### config.mk
export PLATFORM = sky130hd
export DESIGN_NAME = instr_doorbell_tracker
export DESIGN_NICKNAME = d
export VERILOG_FILES = /design/src/rtl/doorbell_trk_pkg.sv /design/src/rtl/doorbell_trk_ctrl.sv /design/src/rtl/doorbell_trk_datapath.sv /design/src/rtl/instr_doorbell_tracker.sv
export SDC_FILE = /design/constraint.sdc
export NUM_CORES = 1
export LEC_CHECK = 0
export BUFFER_PORTS_ARGS = -buffer_cell sky130_fd_sc_hd__buf_2
export CORE_ASPECT_RATIO = 0.8
export CORE_MARGIN = 3
export CORE_UTILIZATION = 35
export CTS_CLUSTER_SIZE = 28
export DETAILED_ROUTE_END_ITERATION = 7
export PLACE_DENSITY = 0.51
export SLEW_MARGIN = 5
export SYNTH_ARGS = -nofsm -noshare
export SYNTH_HDL_FRONTEND = slang
export SYNTH_HIERARCHICAL = 1
export SYNTH_SLANG_ARGS = --single-unit
### constraint.sdc
create_clock -name clk -period 5.6 [get_ports clk]
set_clock_uncertainty 0.15 [all_clocks]
set_input_delay 1.12 -clock clk [delete_from_list [all_inputs] [get_ports clk]]
set_output_delay 1.12 -clock clk [all_outputs]
set_load 0.01 [all_outputs]
### src/rtl/doorbell_trk_pkg.sv
package doorbell_trk_pkg;
  localparam int ADDR_W = 3;

  localparam logic [ADDR_W-1:0] ADR_DBELL    = 3'd0;
  localparam logic [ADDR_W-1:0] ADR_QCTL     = 3'd1;
  localparam logic [ADDR_W-1:0] ADR_INFL     = 3'd2;
  localparam logic [ADDR_W-1:0] ADR_ISTAT    = 3'd3;
  localparam logic [ADDR_W-1:0] ADR_IENA_SET = 3'd4;
  localparam logic [ADDR_W-1:0] ADR_IENA_CLR = 3'd5;

  // One-cycle strobes from control to datapath
  typedef struct packed {
    logic dbAdd;
    logic fetchTake;
    logic doneTake;
    logic enaWr;
    logic flagClr;
    logic ieSet;
    logic ieClr;
  } trkStrobe_t;
endpackage

### src/rtl/doorbell_trk_ctrl.sv
module doorbell_trk_ctrl
  import doorbell_trk_pkg::*;
(
  input  logic              regWrEn,
  input  logic [ADDR_W-1:0] regAddr,
  input  logic              wrBit0,
  input  logic              fetchGnt,
  input  logic              doneIn,
  input  logic              queueEna,
  input  logic              enoughWords,
  input  logic              inflightFull,
  input  logic              inflightZero,
  output logic              fetchReq,
  output trkStrobe_t        strobe
);
  always_comb begin
    fetchReq         = queueEna & enoughWords & ~inflightFull;
    strobe.dbAdd     = regWrEn && (regAddr == ADR_DBELL);
    strobe.enaWr     = regWrEn && (regAddr == ADR_QCTL);
    strobe.flagClr   = regWrEn && (regAddr == ADR_ISTAT) && wrBit0;
    strobe.ieSet     = regWrEn && (regAddr == ADR_IENA_SET) && wrBit0;
    strobe.ieClr     = regWrEn && (regAddr == ADR_IENA_CLR) && wrBit0;
    strobe.fetchTake = fetchReq & fetchGnt;
    strobe.doneTake  = doneIn & ~inflightZero;
  end
endmodule

### src/rtl/doorbell_trk_datapath.sv
module doorbell_trk_datapath
  import doorbell_trk_pkg::*;
#(
  parameter int CNT_W = 20,
  parameter int IF_W  = 8,
  parameter int WPI   = 8
) (
  input  logic              clk,
  input  logic              rst,
  input  trkStrobe_t        strobe,
  input  logic [CNT_W-1:0]  wrData,
  input  logic [ADDR_W-1:0] rdAddr,
  output logic [CNT_W-1:0]  regRdData,
  output logic [CNT_W-1:0]  pendingCnt,
  output logic [IF_W-1:0]   inflightCnt,
  output logic              ovfFlag,
  output logic              intEna,
  output logic              queueEna,
  output logic              enoughWords,
  output logic              inflightFull,
  output logic              inflightZero,
  output logic              irqOut
);
  localparam logic [CNT_W-1:0] STEP   = CNT_W'(WPI);
  localparam logic [IF_W-1:0]  IF_MAX = '1;

  logic [CNT_W-1:0] addVal;
  logic [CNT_W:0]   sumWide;
  logic [CNT_W-1:0] cntNext;
  logic             carry;

  always_comb begin
    addVal  = strobe.dbAdd ? wrData : '0;
    sumWide = {1'b0, pendingCnt} + {1'b0, addVal};
    carry   = sumWide[CNT_W];
    cntNext = sumWide[CNT_W-1:0] - (strobe.fetchTake ? STEP : '0);
  end

  always_ff @(posedge clk) begin
    if (rst) begin
      pendingCnt  <= '0;
      inflightCnt <= '0;
      ovfFlag     <= 1'b0;
      intEna      <= 1'b0;
      queueEna    <= 1'b0;
    end else begin
      pendingCnt <= cntNext;
      case ({strobe.fetchTake, strobe.doneTake})
        2'b10:   inflightCnt <= inflightCnt + 1'b1;
        2'b01:   inflightCnt <= inflightCnt - 1'b1;
        default: inflightCnt <= inflightCnt;
      endcase
      // A new overflow has priority over a software clear
      if (carry)               ovfFlag <= 1'b1;
      else if (strobe.flagClr) ovfFlag <= 1'b0;
      if (strobe.ieSet)      intEna <= 1'b1;
      else if (strobe.ieClr) intEna <= 1'b0;
      if (strobe.enaWr) queueEna <= wrData[0];
    end
  end

  always_comb begin
    enoughWords  = pendingCnt >= STEP;
    inflightFull = inflightCnt == IF_MAX;
    inflightZero = inflightCnt == '0;
    irqOut       = ovfFlag & intEna;
    case (rdAddr)
      ADR_DBELL:    regRdData = pendingCnt;
      ADR_QCTL:     regRdData = {{(CNT_W-1){1'b0}}, queueEna};
      ADR_INFL:     regRdData = {{(CNT_W-IF_W){1'b0}}, inflightCnt};
      ADR_ISTAT:    regRdData = {{(CNT_W-1){1'b0}}, ovfFlag};
      ADR_IENA_SET,
      ADR_IENA_CLR: regRdData = {{(CNT_W-1){1'b0}}, intEna};
      default:      regRdData = '0;
    endcase
  end
endmodule

### src/rtl/instr_doorbell_tracker.sv
module instr_doorbell_tracker
  import doorbell_trk_pkg::*;
#(
  parameter int CNT_W           = 20,
  parameter int IF_W            = 8,
  parameter int WORDS_PER_INSTR = 8
) (
  input  logic              clk,
  input  logic              rst,
  input  logic              regWrEn,
  input  logic [ADDR_W-1:0] regAddr,
  input  logic [CNT_W-1:0]  regWrData,
  output logic [CNT_W-1:0]  regRdData,
  output logic              fetchReq,
  input  logic              fetchGnt,
  input  logic              doneIn,
  output logic              irqOut
);
  trkStrobe_t       strobe;
  logic [CNT_W-1:0] pendingCnt;
  logic [IF_W-1:0]  inflightCnt;
  logic             ovfFlag;
  logic             intEna;
  logic             queueEna;
  logic             enoughWords;
  logic             inflightFull;
  logic             inflightZero;

  doorbell_trk_ctrl u_ctrl (
    .regWrEn      (regWrEn),
    .regAddr      (regAddr),
    .wrBit0       (regWrData[0]),
    .fetchGnt     (fetchGnt),
    .doneIn       (doneIn),
    .queueEna     (queueEna),
    .enoughWords  (enoughWords),
    .inflightFull (inflightFull),
    .inflightZero (inflightZero),
    .fetchReq     (fetchReq),
    .strobe       (strobe)
  );

  doorbell_trk_datapath #(
    .CNT_W (CNT_W),
    .IF_W  (IF_W),
    .WPI   (WORDS_PER_INSTR)
  ) u_dp (
    .clk          (clk),
    .rst          (rst),
    .strobe       (strobe),
    .wrData       (regWrData),
    .rdAddr       (regAddr),
    .regRdData    (regRdData),
    .pendingCnt   (pendingCnt),
    .inflightCnt  (inflightCnt),
    .ovfFlag      (ovfFlag),
    .intEna       (intEna),
    .queueEna     (queueEna),
    .enoughWords  (enoughWords),
    .inflightFull (inflightFull),
    .inflightZero (inflightZero),
    .irqOut       (irqOut)
  );
endmodule

======== Word-level counts from Yosys, hierarchy flattened ========
Index checks and enable logic that the tools add are counted.
word-level totals
  word-level logic and storage cells ...... 47
  input port bits ......................... 28
  register bits ........................... 31
  output and inout bits ................... 22
cells by class
  equal/unequal tests ..................... 8
  bitwise operators ....................... 7
  muxes and demuxes ....................... 8
  $lt $le $gt $ge ......................... 1
  reductions and logical operators ........ 14
  add/subtract/negate cells ............... 4
operators by type and width
  kind                   number
  $pmux W20 S5           1
  $add A20 B20 Y21       1
  $ge A20 B4 Y1 const B  1
  $mux W20               1
  $sub A20 B20 Y20       1
  $pmux W8 S2            1
  $add A8 B1 Y8 const B  1
  $eq A8 B8 Y1 const B   1
  $logic_and A1 B1 Y1    8
  $logic_not A8 Y1       1
  $sub A8 B1 Y8 const B  1
  $eq A3 B2 Y1 const B   2
  $eq A3 B3 Y1 const B   2
  $reduce_bool A2 Y1     3
  $and A1 B1 Y1          5
  $mux W1                4
  $mux W4                1
  $eq A3 B1 Y1 const B   1
  $logic_not A3 Y1       1
  $eq A2 B1 Y1 const B   1
  $eq A2 B2 Y1 const B   1
  $not A1 Y1             2
  $reduce_or A2 Y1       1

======== Logic depth before layout (Yosys ltp) ========
  depth in word-level cells ............... 6
  depth in mapped cells ................... 18
  depth with buffers taken out ............ 18

======== Hierarchy ========
Netlist, hierarchy kept.
modules (own cells, without submodules)
  module                 area an instance (sq um)  cells each  sequential area each (sq um)  instances
  doorbell_trk_datapath  3114.2                    401         620.6                         1
  doorbell_trk_ctrl      86.3                      13          0.0                           1

======== Worst setup path after synthesis ========
OpenSTA, ideal clock, no wires.
  path kind ............................... input-to-reg
  start point ............................. in regAddr[2]
  end point ............................... reg u_dp.pendingCnt[19]
  arrival time ............................ 4.535 ns
  slack ................................... 0.845 ns
  library setup time ...................... 0.071 ns
  path buffers ............................ 1
  stages .................................. 16
  data required time ...................... 5.379 ns
  path through ............................ nand2b_4 -> nor3_1 -> clkbuf_1 -> and2_1 -> ha_1 -> inv_1 -> fa_1 -> nor2b_4 -> o2111ai_1 -> nand2_2 -> xor2_1 -> or4b_4 -> nand3b_4 -> or4_4 -> or3_1 -> a21oi_1
RTL lines
  element               RTL line                      RTL
  start, declared       instr_doorbell_tracker.sv:11  input logic [ADDR_W-1:0] regAddr,
  end signal, assigned  doorbell_trk_datapath.sv:47   pendingCnt <= cntNext;
  end, declared         doorbell_trk_datapath.sv:14   output logic [CNT_W-1:0] pendingCnt,

==> run summary <==
The flow ran to the end, and the final reports show no timing, DRC or antenna violations. In the synthesized netlist, the number of instances is 414. After clock tree synthesis, the clock-pin slew on the worst setup and hold paths is 60 ps.

From synthesis to final layout, the design area changed by 15.1%. The data arrival time of the worst path is 5060 ps. The worst setup path is launched from a primary input. The repair_antennas step left the layout with diodes totalling 0.

The type of the worst setup path was primary input to flip-flop. The number of warnings reported in the yosys synthesis log is 6, and the detailed-router iteration count before antenna repair is 4. Final weighted congestion in routability-driven placement: 0.822.

The worst hold path terminates at u_dp/intEna$_SDFFE_PP0P_. The first routing iteration left 190 violations. The achievable clock frequency came out at 200 MHz. Setup violations remaining at the end of the flow were counted as 0. After the last flow step, the layout net total stands at 516. Summed over all cells, the static leakage comes to 1.65 nW. Measured against its own limit, the worst slew margin works out to 50.5%. The detail route stage leaves a number of antenna-violating nets equal to 0. The run gives 562 as the placed cell count. Largest fanout on the critical path: 15.

For this run, asynchronously set or reset flops after synthesis account for 0%. 50 I/O pins were placed. Counting every sink on the clock net gives 31.

The logs give 17.2% for the overall fraction of global-route tracks in use and 0 for the final global-route overflow total. The synthesized design contains 31 register bits. TritonCTS built the clock tree. In this run the clock root is driven by a sky130_fd_sc_hd__clkbuf_16. The startpoint identified for the worst hold timing path is u_dp/intEna$_SDFFE_PP0P_. Count of pins over their slew limit: 0.

Measured along the x axis, the die boundary spans 113 um. Dividing total power by cell area gives a power density of 166 nW/um^2. The number of cells on the worst reg-to-reg path is 16. The max capacitance violation total was 0; the number of global-route vias before repair was 2854. The capturing element type of the critical path is a flip-flop. The run gives 0 ps as the final setup TNS.

Buffers inserted to repair hold after CTS numbered 0. The run gives 8.76 mm as the final wirelength. The clock tree buffer depth is 2, and the starting utilization of the core area is 36.9%. Setup repair after global routing left no endpoint under its margin. The die outline area was 10300 um^2; the count of cells along the worst hold path was 2. The post-route minimum period works out to 5010 ps. Post-DP HPWL: 6.91 mm.

The number of synthesized flops with an enable pin was 0; the cell area after synthesis was 3200 um^2. For the number of antenna violations at the first check in global routing, the log shows 0. For the worst setup path, the data required time is 5660 ps.

The number of DRC violations after detailed routing is 0. For the total number of H-tree levels, the log shows 2. The setup check on the worst reg-to-reg path leaves a slack of 1690 ps. Across the VDD grid, the largest voltage drop is 0.102 mV.

After detailed routing, the average wire length per cell comes to 15.4 um. The layout cell share with drive strength beyond 1 is 18.8%. The post-detailed-route via-to-cell ratio is 5.36, and the total of buffers placed on input and output ports is 49. The final critical path takes up 89.4% of the cycle. The startpoint identified for the worst register-to-register timing path is u_dp/pendingCnt[8]$_SDFF_PP0_. The final hold slack is 374 ps. In this run the critical register-to-register path is captured at u_dp/inflightCnt[7]$_SDFFE_PP0P_.

In this run, post-CTS repair resized a total of 0 instances. The post-synthesis cell type count is 68, and the global-route wire length before repair is 14.5 mm. The tools report the final hold violation count as 0.

The share of the Yosys chip area taken by registers is 19.4%. The total via count in the routed design is 3057, and the transition at the pin with the smallest max-transition slack is 740 ps. For the number of buffers created by CTS, the log shows 5. The tightest min-delay check is of the flip-flop to flip-flop type. Clock latency on the worst-skew pair, taken at its later pin, is 280 ps.

Row generation in the floorplan step produced 30 rows. Entering global routing, the biggest net connects 33 pins. The post-synthesis average cell area is 7.73 um^2. The tools report the count of non-filler cells in the finished layout as 570. The number of nets handed over by synthesis was 473. The post-CTS setup-driven buffer insertion count is 0, and the overall die height is 91.5 um. Most instantiated flip-flop cell in the synthesis netlist: sky130_fd_sc_hd__dfxtp_1.

The total area inside the core boundary comes to 8670 um^2.
through the flow:
stage | area (um^2) | utilization [%] | total power (W) | worst slack, ps
6_report | 3680 | 42.5 | 0.000611 | 594
5_1_grt | 3680 | 42.5 | 0.000644 | 294
4_1_cts | 3680 | 42.5 | 0.000617 | 603
3_5_place_dp | 3540 | 40.8 | 0.000349 | 336
3_3_place_gp | 3540 | 40.8 | 0.000349 | 442
2_1_floorplan | 3200 | - | 0.000316 | 845
cell type report:
class | count | area [um^2]
flip-flops and latches | 31 | 621
repair buffers | 51 | 260
fillers | 889 | 4990
clock inverters | 3 | 20.0
well taps | 112 | 140
multi-input cells | 351 | 2450
clock buffers | 5 | 125
inverters | 17 | 63.8
layout by cell type (no fill, tap or decap), types with 3 or more instances in the layout:
cell type / count
sky130_fd_sc_hd__inv_1: 17
sky130_fd_sc_hd__or3_1: 6
sky130_fd_sc_hd__nand4_1: 6
sky130_fd_sc_hd__nor2_1: 62
sky130_fd_sc_hd__clkbuf_16: 5
sky130_fd_sc_hd__nor2b_1: 7
sky130_fd_sc_hd__a21o_1: 10
sky130_fd_sc_hd__buf_2: 49
sky130_fd_sc_hd__nor3_1: 8
sky130_fd_sc_hd__o2111ai_1: 3
sky130_fd_sc_hd__o21ai_0: 14
sky130_fd_sc_hd__xor2_1: 17
sky130_fd_sc_hd__nor4_1: 6
sky130_fd_sc_hd__dfxtp_1: 31
sky130_fd_sc_hd__o21a_1: 3
sky130_fd_sc_hd__nor3b_1: 4
sky130_fd_sc_hd__a31oi_1: 3
sky130_fd_sc_hd__o21ai_1: 4
sky130_fd_sc_hd__or2_2: 6
sky130_fd_sc_hd__xnor2_1: 10
sky130_fd_sc_hd__or4_1: 3
sky130_fd_sc_hd__mux2i_1: 12
sky130_fd_sc_hd__nand3_1: 6
sky130_fd_sc_hd__ha_1: 29
sky130_fd_sc_hd__nand2_1: 15
sky130_fd_sc_hd__a211oi_1: 4
sky130_fd_sc_hd__a21oi_1: 33
sky130_fd_sc_hd__and2_1: 33
logic make-up after synthesis:
logic type,Yosys count,synth area share [%]
XOR/XNOR,27,7.39
buffers and inverters,32,4.10
multiplexers,14,4.46
flip-flops,31,19.4
adder cells (fa/ha/maj),31,12.6
AND/OR/NAND/NOR,180,30.9
AO/OA/AOI/OAI,99,21.2
where the power goes:
group	switching [W]	internal [W]	total, W
Clock	0.000102	0.000163	0.000265
Combinational	0.0000635	0.0000459	0.000109
Sequential	0.00000786	0.000228	0.000236
how the worst max path moves through the flow:
stage / slack (ps) / startpoint / endpoint
final: 590 / regAddr[1] / u_dp/pendingCnt[19]$_SDFF_PP0_
after global routing: 290 / regAddr[1] / u_dp/pendingCnt[19]$_SDFF_PP0_
after CTS: 600 / regAddr[1] / u_dp/pendingCnt[19]$_SDFF_PP0_
after detailed placement: 340 / regAddr[1] / u_dp/pendingCnt[19]$_SDFF_PP0_
after global placement: 440 / regAddr[1] / u_dp/pendingCnt[19]$_SDFF_PP0_
after floorplan: 840 / regAddr[2] / u_dp/pendingCnt[19]$_SDFF_PP0_
routing by layer:
| metal | vias to the layer above | routed length [um] | part of all wire, % | global-route usage, % |
|---|---|---|---|---|
| met2 | 56 | 3830 | 44 | 26.4 |
| li1 | 1578 | - | - | - |
| met3 | 4 | 387 | 4.4 | 2.80 |
| met5 | - | 0 | 0 | 0 |
| met1 | 1419 | 4490 | 51 | 25.3 |
| met4 | 0 | 53 | 0.61 | 3.40 |
sequential cells by signal, indices dropped and copies added (netlist names):
name              flops
u_dp/pendingCnt      20
u_dp/ovfFlag          1
u_dp/queueEna         1
u_dp/intEna           1
u_dp/inflightCnt      8
cells in the mapped netlist, drive strengths merged, types with 3 or more instances:
cell type | n | area (um^2)
xor2 | 17 | 149
a21o | 11 | 90.1
nand4 | 6 | 37.5
a21oi | 36 | 199
or2 | 6 | 37.5
nor2b | 8 | 57.6
o2111ai | 3 | 26.3
or3 | 6 | 37.5
a211oi | 5 | 42.5
inv | 17 | 63.8
nor4 | 6 | 37.5
nand2b | 3 | 26.3
mux2i | 12 | 120
nor3 | 10 | 55.1
o21ai | 18 | 90.1
nand3 | 6 | 30.0
nor2 | 62 | 233
dfxtp | 31 | 621
o211ai | 3 | 27.5
and2 | 33 | 206
nand2 | 16 | 62.6
buf | 4 | 26.3
o21a | 3 | 22.5
or4 | 4 | 33.8
clkbuf | 11 | 41.3
ha | 29 | 363
a31oi | 4 | 31.3
nor3b | 5 | 42.5
xnor2 | 10 | 87.6
critical path: stages:
cell and delay (ps):
sky130_fd_sc_hd__buf_2 220, sky130_fd_sc_hd__nor3_2 500, sky130_fd_sc_hd__and2_1 200, sky130_fd_sc_hd__ha_1 160, sky130_fd_sc_hd__inv_1 50, sky130_fd_sc_hd__fa_1 420
sky130_fd_sc_hd__nor2b_4 160, sky130_fd_sc_hd__o2111ai_1 150, sky130_fd_sc_hd__nand2_2 200, sky130_fd_sc_hd__xor2_1 160, sky130_fd_sc_hd__or4b_4 580, sky130_fd_sc_hd__nand3b_4 160
sky130_fd_sc_hd__or4_4 440, sky130_fd_sc_hd__or3_1 380, sky130_fd_sc_hd__a21oi_1 140
Note: power is estimated with default switching activity, not from simulation.
